--- src/rtl/eeprom_image_pkg.sv ---
package eeprom_image_pkg;

    typedef enum logic [4:0] {
        ST_IDLE,
        ST_CHK_INIT,
        ST_RD_ISSUE,
        ST_RD_WAIT,
        ST_LO_GO,
        ST_LO_RUN,
        ST_HI_GO,
        ST_HI_RUN,
        ST_JUDGE,
        ST_WR_SET,
        ST_WR_SETTLE,
        ST_WR_LOAD,
        ST_WR_PULSE,
        ST_WR_GAP,
        ST_WR_CLR,
        ST_WR_TAIL,
        ST_FINISH
    } seq_state_t;

    localparam logic [7:0] CRC_POLY_REFL = 8'hAB;
    localparam logic [7:0] CRC_SEED      = 8'hFF;
    localparam logic [7:0] CRC_XOR_OUT   = 8'hFF;
    localparam int         CRC_BITS      = 8;

endpackage

--- src/rtl/crc8_bitserial.sv ---
module crc8_bitserial
    import eeprom_image_pkg::*;
(
    input  logic       clk,
    input  logic       rst_n,
    input  logic       init,
    input  logic       start,
    input  logic [7:0] data,
    output logic [7:0] crc,
    output logic       busy
);

    localparam int CNT_W = $clog2(CRC_BITS);

    logic [7:0]       crc_q;
    logic [CNT_W-1:0] left_q;

    function automatic logic [7:0] shift_one(input logic [7:0] v);
        return v[0] ? ((v >> 1) ^ CRC_POLY_REFL) : (v >> 1);
    endfunction

    // First bit is folded into the start cycle, so a byte occupies CRC_BITS cycles.
    always_ff @(posedge clk or negedge rst_n) begin
        if (!rst_n) begin
            crc_q  <= CRC_SEED;
            left_q <= '0;
        end else if (init) begin
            crc_q  <= CRC_SEED;
            left_q <= '0;
        end else if (start) begin
            crc_q  <= shift_one(crc_q ^ data);
            left_q <= CNT_W'(CRC_BITS - 1);
        end else if (left_q != '0) begin
            crc_q  <= shift_one(crc_q);
            left_q <= left_q - 1'b1;
        end
    end

    assign crc  = crc_q;
    assign busy = (left_q != '0);

endmodule

--- config.mk ---
export PLATFORM = sky130hd
export DESIGN_NAME = crc8_bitserial
export DESIGN_NICKNAME = d
export VERILOG_FILES = /design/src/rtl/eeprom_image_pkg.sv /design/src/rtl/crc8_bitserial.sv
export SDC_FILE = /design/constraint.sdc
export NUM_CORES = 1
export LEC_CHECK = 0
export ABC_AREA = 1
export CELL_PAD_IN_SITES_DETAIL_PLACEMENT = 2
export CELL_PAD_IN_SITES_GLOBAL_PLACEMENT = 2
export CORE_AREA = 2 2 81 52
export CTS_CLUSTER_DIAMETER = 100
export DETAILED_ROUTE_END_ITERATION = 8
export DIE_AREA = 0 0 83 54
export GPL_ROUTABILITY_DRIVEN = 1
export PLACE_DENSITY = 0.72
export SYNTH_ARGS = -nofsm -noshare
export SYNTH_HDL_FRONTEND = slang
export SYNTH_SLANG_ARGS = --single-unit
--- constraint.sdc ---
create_clock -name clk -period 1.2 [get_ports clk]
set_input_delay 0.24 -clock clk [delete_from_list [all_inputs] [get_ports clk]]
set_output_delay 0.24 -clock clk [all_outputs]
set_load 0.005 [all_outputs]
# ---- Yosys cells after proc, flatten, opt, wreduce, memory -nomap -nowiden
# Index checks and enable logic that the tools add are counted.
dict set report word_totals {
  reg_bits 11
  input_bits 12
  output_inout_bits 9
  word_cells 16
}
dict set report classes {
  addsub 1
  mux 8
  bitwise 3
  reduce_logical 2
}
# cell n
set ops {}
lappend ops {{two-way mux 8 bit} 5}
lappend ops {{inverter 4 -> 5 bit} 2}
lappend ops {{two-way mux 3 bit} 3}
lappend ops {{XOR 8 bit} 1}
lappend ops {{nonzero test 3 bit} 2}
lappend ops {{subtractor 3 x 1 -> 3 bit, second input constant} 1}

# ---- Logic depth before layout (Yosys ltp)
# Gate-level depths: netlist of run 1.
dict set report depth {
  depth_word 5
  ltp_mapped 10
}

# ---- Worst setup path after synthesis of run 1
# OpenSTA, ideal clock, no wires.
dict set report synth_path {
  path_type {register -> register}
  start {reg left_q[0]}
  end {reg left_q[0]}
  setup_time_ps 123
  arrival_time_ps 1063
  setup_slack_ps 14
  path_stages_with_launch 10
  period_less_slack_ps 1186
  path_cell_list {dfrtp_1 inv_1 ha_1 inv_1 nor2_4 nand2_1 nand2_4 inv_4 o21ai_1 o21ai_1}
}
dict set report synth_between {
  elab_chain_len 4
}
# item line_no
set synth_rtl {}
lappend synth_rtl {{start: declaration} crc8_bitserial.sv:16} ;# logic [CNT_W-1:0] left_q;
lappend synth_rtl {{start signal: assignment} crc8_bitserial.sv:32} ;# left_q <= CNT_W'(CRC_BITS - 1);
lappend synth_rtl {{start signal: assignment} crc8_bitserial.sv:35} ;# left_q <= left_q - 1'b1;
lappend synth_rtl {{subtractor 3 x 1 -> 3 bit} crc8_bitserial.sv:35}
lappend synth_rtl {{two-way mux 3 bit} crc8_bitserial.sv:33} ;# end else if (left_q != '0) begin
lappend synth_rtl {{two-way mux 3 bit} crc8_bitserial.sv:30} ;# end else if (start) begin
lappend synth_rtl {{two-way mux 3 bit} crc8_bitserial.sv:27} ;# end else if (init) begin
# Several ways; a longest one is shown, not always the timed one. The select of a mux whose other input is x is not followed.
# A chain may end at the register's enable or synchronous reset.

# ---- Worst setup path after layout of run 1
dict set report layout_path {
  start {reg left_q[1]}
  end {out busy}
}
dict set report layout_between {
  elab_chain_len 1
}
# item line_no
set layout_rtl {}
lappend layout_rtl {{nonzero test 3 bit} crc8_bitserial.sv:40} ;# assign busy = (left_q != '0);
lappend layout_rtl {{end: declaration} crc8_bitserial.sv:10} ;# output logic busy
# Every way passes these cells.

==> results.cfg, run 1 <==
[run_status]
status = complete, but fails checks
violations = negative setup slack

[die]
floorplan.die_area_um2 = 4480
ioPinCount = 21
rows = 18
die_h_um = 54
start_util_pct = 21.7
fp.dieW_um = 83
core_area_um2 = 3850

[synthesis]
avgSynthCellArea_um2 = 6.62
synth_area_um2 = 835
ys_warn_count = 0
ys_types = 22
synth_top_area_share_pct = 25.2
ys_ff_latch = 11
syn_nets = 140
synth_xor_area_share_pct = 7.20
syn_inst = 126
synth-simple-area-share_pct = 37.0
synthAdderAreaFrac_pct = 3.00
synth_top_family_by_area = simple AND/OR/NAND/NOR gates
ys_seq_area_share_pct = 34.2
synthTopCellsByArea = dfstp_2 25%, nand2_1 23%, dfrtp_1 9.0%, nor2_1 7.2%, inv_1 5.8%
yosys.area.top_type = dfstp_2
synthMuxAreaShare_pct = 0
synth_compound_area_share_pct = 7.50

[power_and_ir_drop]
vdd_drop_max_mv = 0.426
powerDensity_nw_per_um2 = 1250
p_int_mw = 1.12
clkPwrFrac_pct = 22.4
leakage_nw = 0.707
switching_share_pct = 38.1
post-layout-total-power_mw = 1.81
p_sw_uw = 689
p_comb_share_pct = 49.7
power_frac_seq_pct = 27.9

[sta]
postLayoutSetupSlackWorst_ns = -0.162
finalMaxSlewViolations = 0
finalHoldViolCount = 0
min_period_over_period_pct = 114
slew_headroom_pct = 82.7
rsz0062_at_grt = true
finalSetupViolations = 13
worst_pin_slew_ns = 0.259
max_freq_mhz = 734
finClkSkew_ns = 0.00512
fin_crit_ns = 1.36

[final_layout]
antennaDiodeCount = 0
layout_commonest_cell = nand2_1
fill_cells = 446
fin_nets = 188
seq_area_um2 = 285
final_cell_mix = 47 x nand2_1, 21 x buf_4, 10 x inv_1, 10 x nor2_1, 10 x clkdlybuf4s50_1
utilization_pct = 37.5
syn_to_final_growth_pct = 72.9
drive_gt1_share_pct = 46.2
multi_input_area_um2 = 588

[clock_tree]
path_clk_slew_ns = 0.05
cts_buffers = 3
cts_root_buffer = clkbuf_8
cts_tree = yes
cts_num_sinks = 11
insertion_delay_ns = 0.25
htree_levels = 1
clockBufferDepth = 2

[hold_path]
holdCritPathClass = in2async

[placed_design]
gp_congestion = 0.766
dp_hpwl_mm = 2.48
port_buffers = 20

[route]
routedWlPerCell_um = 15.3
detailedRoute.firstPassIterationCount = 2
drt-total-wl_mm = 3.41
postRouteAntennaNets = 0
vias_per_cell = 4.31
drtIter0Drc = 23
drc = 0
vias = 961

[worst_setup_path]
required_ns = 0.96
critical_path.endpoint_type = output pin
crit_path_start = left_q[1]
criticalPathCategory = reg2out
start_kind = register
worstPathMaxFanout = 2
arrival_ns = 1.12
regToRegStartpoint = left_q[1]

[job]
maxCapViolations = 0

[global_routing]
grt_first_pass_wirelength_mm = 5.30
antenna_found_initial = 0
grt_pass1_vias = 1039
grtUsageTotal_pct = 16.1
grt_max_degree = 12
grt-ovfl-total = 0
repair_timing:
action / CTS / global route
gates resized for setup: 76 / 4
endpoints found under the setup margin: 20 / 13
pin swaps: 8 / 2
hold buffers: 0 / 0
setup buffers: 3 / 3
synthesized netlist by cell type, drive strengths merged:
| cell type | number |
|---|---|
| a22oi | 1 |
| nand2 | 52 |
| dfstp | 8 |
| a31oi | 1 |
| xnor2 | 3 |
| nand3 | 6 |
| buf | 2 |
| a21oi | 5 |
| dfrtp | 3 |
| o21ai | 3 |
| o22a | 1 |
| inv | 19 |
| xor2 | 3 |
| nor2 | 17 |
| ha | 2 |
flip-flops by register name, indices dropped and copies added (netlist names):
| register | cells |
|---|---|
| crc | 8 |
| left_q | 3 |
worst max-delay path: stages (launching register included):
cell and delay, ns:
dfrtp_1 0.38, inv_2 0.08, ha_4 0.12, inv_2 0.04, nor2_4 0.09, inv_1 0.04, buf_2 0.12
layer usage:
metal / vias to the layer above / track usage, % / share of wire (%)
met3: 7 / 4.91 / 3.3
met4: 0 / 4.92 / 1.6
met5: - / 0 / 0
li1: 476 / - / -
met2: 19 / 30.8 / 53
met1: 459 / 17.7 / 42
path summary, 6_finish.rpt:
path,depth (start not counted),slack (ns),end
setup / recovery,6,-0.16,busy
hold / removal,2,0.30,left_q[0]
setup reg to reg,10,-0.15,crc[0]
hold reg to reg,3,0.63,crc[4]
max in group asynchronous,2,0.68,crc[3]
min in group clk,4,0.61,left_q[0]
power by group through the flow:
stage                     combinational, mW  clock, mW  sequential (mW)
final                                 0.898      0.404            0.503
after global placement                0.682          0            0.507
after detailed placement              0.724          0            0.513
after global routing                  0.984      0.438            0.510
after CTS                             0.858      0.405            0.503
after floorplan                       0.325          0            0.535
final cells by class:
class | instances | share of cell area (%)
Timing Repair Buffer | 45 | 26.0
Clock buffer | 4 | 3.12
Multi-Input combinational cell | 94 | 40.8
Sequential cell | 11 | 19.8
Inverter | 19 | 5.98
Tap cell | 50 | 4.34
kinds of logic (layout without fill, tap and decap cells):
kind of cell,Yosys count,after routing
fa+ha+maj,2,2
buf+inv,21,68
flops,11,11
xor+xnor,6,6
simple gates,75,75
compound gates,11,11
metrics by stage:
stage | cells | cell area [um2] | TNS (ns) | worst slack (ns) | hold WS [ns]
detailed placement | 213 | 1220 | -3.57 | -0.366 | 0.573
finish | 223 | 1440 | -1.47 | -0.162 | 0.297
floorplan | 126 | 835 | 0 | 0.0136 | -0.0556
global route | 223 | 1440 | -2.22 | -0.217 | 0.298
global placement | 213 | 1220 | -2.81 | -0.249 | 0.551
CTS | 220 | 1390 | -1.37 | -0.178 | 0.315
Power figures use the tool's default switching activity.
==> run 2: changes to the inputs <==
- CORE_AREA: 2 2 81 52 -> 2 2 73 47
- DIE_AREA: 0 0 83 54 -> 0 0 75 49
- DONT_BUFFER_PORTS: not set -> 1
- PLACE_DENSITY: 0.72 -> 0.69
==> results.cfg, run 2 (synthesis results as in run 1) <==
[placed_design]
port_buffers = 0
gp_congestion = 0.758
dp_cells = 174
preCtsSetupSlack_ns = -0.135
dp_hpwl_mm = 2.03

[worst_setup_path]
crit_path_top_delay_cell = dfrtp_1
crit_family = flip-flops
regToRegStartpoint = left_q[0]
path_buf_inv = 4
critical_path.endpoint_type = output pin
worstPathMaxFanout = 3
cp_common_cell = inv_2
required_ns = 0.96
r2r_slack_ns = -0.11
max_stage_delay_ns = 0.37
arrival_ns = 1.12
criticalPathCategory = reg2out
start_kind = register
crit_path_start = left_q[0]
cp_cell_sequence = inv_2, ha_4, inv_2, nor2_4, buf_6, inv_2

[route]
postRouteAntennaNets = 0
detailedRoute.firstPassIterationCount = 4
vias_per_cell = 4.48
drtIter0Drc = 21
vias = 806
drt-total-wl_mm = 2.60
drc = 0
routedWlPerCell_um = 14.4

[final_layout]
syn_to_final_growth_pct = 20.5
drive_gt1_share_pct = 25.9
final_cells = 180
fill_cells = 373
largest_register_ffs = 8
multi_input_area_um2 = 483
antennaDiodeCount = 0
layout_commonest_cell = nand2_1
fin_nets = 150
seq_area_um2 = 285
final_cell_mix = 51 x nand2_1, 16 x nor2_1, 9 x inv_2, 9 x inv_1, 8 x dfstp_2

[global_routing]
grt_first_pass_wirelength_mm = 4.35
grt_max_degree = 12
grtUsageTotal_pct = 15.8
antenna_found_initial = 0
grt-ovfl-total = 0
grt_pass1_vias = 909

[clock_tree]
path_clk_slew_ns = 0.05
cts_tree = yes
htree_levels = 1
clockBufferDepth = 2
cts_root_buffer = clkbuf_8
cts_num_sinks = 11
insertion_delay_ns = 0.24
cts_buffers = 3

[hold_path]
holdCritPathClass = in2reg
worstHoldStart = start

[die]
ioPinCount = 21
die_h_um = 49
start_util_pct = 27.2
rows = 16
core_area_um2 = 3060
fp.dieW_um = 75
floorplan.die_area_um2 = 3680

[sta]
finalSetupViolations = 11
min_period_over_period_pct = 113
fin_crit_ns = 1.36
finalHoldViolCount = 0
finalMaxSlewViolations = 0
rsz0062_at_grt = true
max_freq_mhz = 735
finClkSkew_ns = 0.00371
postLayoutSetupSlackWorst_ns = -0.161
slew_headroom_pct = 63.8
worst_pin_slew_ns = 0.541

[power_and_ir_drop]
post-layout-total-power_mw = 1.43
powerDensity_nw_per_um2 = 1430
leakage_nw = 0.514
vdd_drop_max_mv = 0.680

[run_status]
violations = negative setup slack
status = complete, but fails checks

[job]
maxCapViolations = 0
[run 2: changes by cell type in the layout (fill, tap and decap cells not counted), moves of 2 or more]
cell / change
nand2_2: -2
a21oi_1: +5
nor2_1: +6
o21ai_1: +3
buf_2: -8
o21ai_2: -3
nand2_1: +4
buf_4: -17
inv_2: +2
a21oi_2: -5
clkdlybuf4s50_1: -10
nor2_2: -2
nor2_4: -4
[run 2: per-layer routing]
metal,wire (um),vias up,part of all wire (%),GRT usage [%]
met5,0,-,0,0
met4,27,0,1.0,4.46
met3,101,4,3.9,4.13
met2,1230,14,47,25.1
met1,1240,394,48,21.0
li1,-,394,-,-
[run 2: worst paths after layout]
kind	to	cells past startpoint
max	busy	6
max in group asynchronous	crc[0]	1
min	crc[3]	2
min in group asynchronous	left_q[0]	1
min reg2reg	crc[4]	2
max reg2reg	left_q[0]	9
[run 2: cell type report]
class                           count  area share, %
Clock buffer                        4           4.48
Tap cell                           45           5.60
Timing Repair Buffer                7           6.22
Inverter                           19           7.34
Multi-Input combinational cell     94           48.0
Sequential cell                    11           28.4
[run 2: timing repair]
| action | 4_1_cts | 5_1_grt |
|---|---|---|
| buffers inserted | 1 | 0 |
| hold endpoints to repair | 11 | 0 |
| pin swaps | 1 | 0 |
| setup endpoints to repair | 11 | 13 |
| hold buffers | 1 | 0 |
| resized for setup | 9 | 2 |
[run 2: power breakdown]
part / internal (mW) / switching (mW) / total [mW] / leakage [nW]
registers: 0.469 / 0.0913 / 0.560 / 0.122
clock network: 0.234 / 0.148 / 0.382 / 0.0228
logic: 0.209 / 0.282 / 0.492 / 0.369
[run 2: through the flow]
stage               hold WS, ns  util [%]  setup TNS [ns]  cell area, um2
finish                    0.127      32.8          -0.896            1010
global route              0.137      32.8           -2.09            1010
CTS                       0.127      32.6           -1.05            1000
detailed placement      -0.0551      29.7          -0.848             910
global placement        -0.0552      29.7          -0.152             910
floorplan               -0.0556         -               0             835
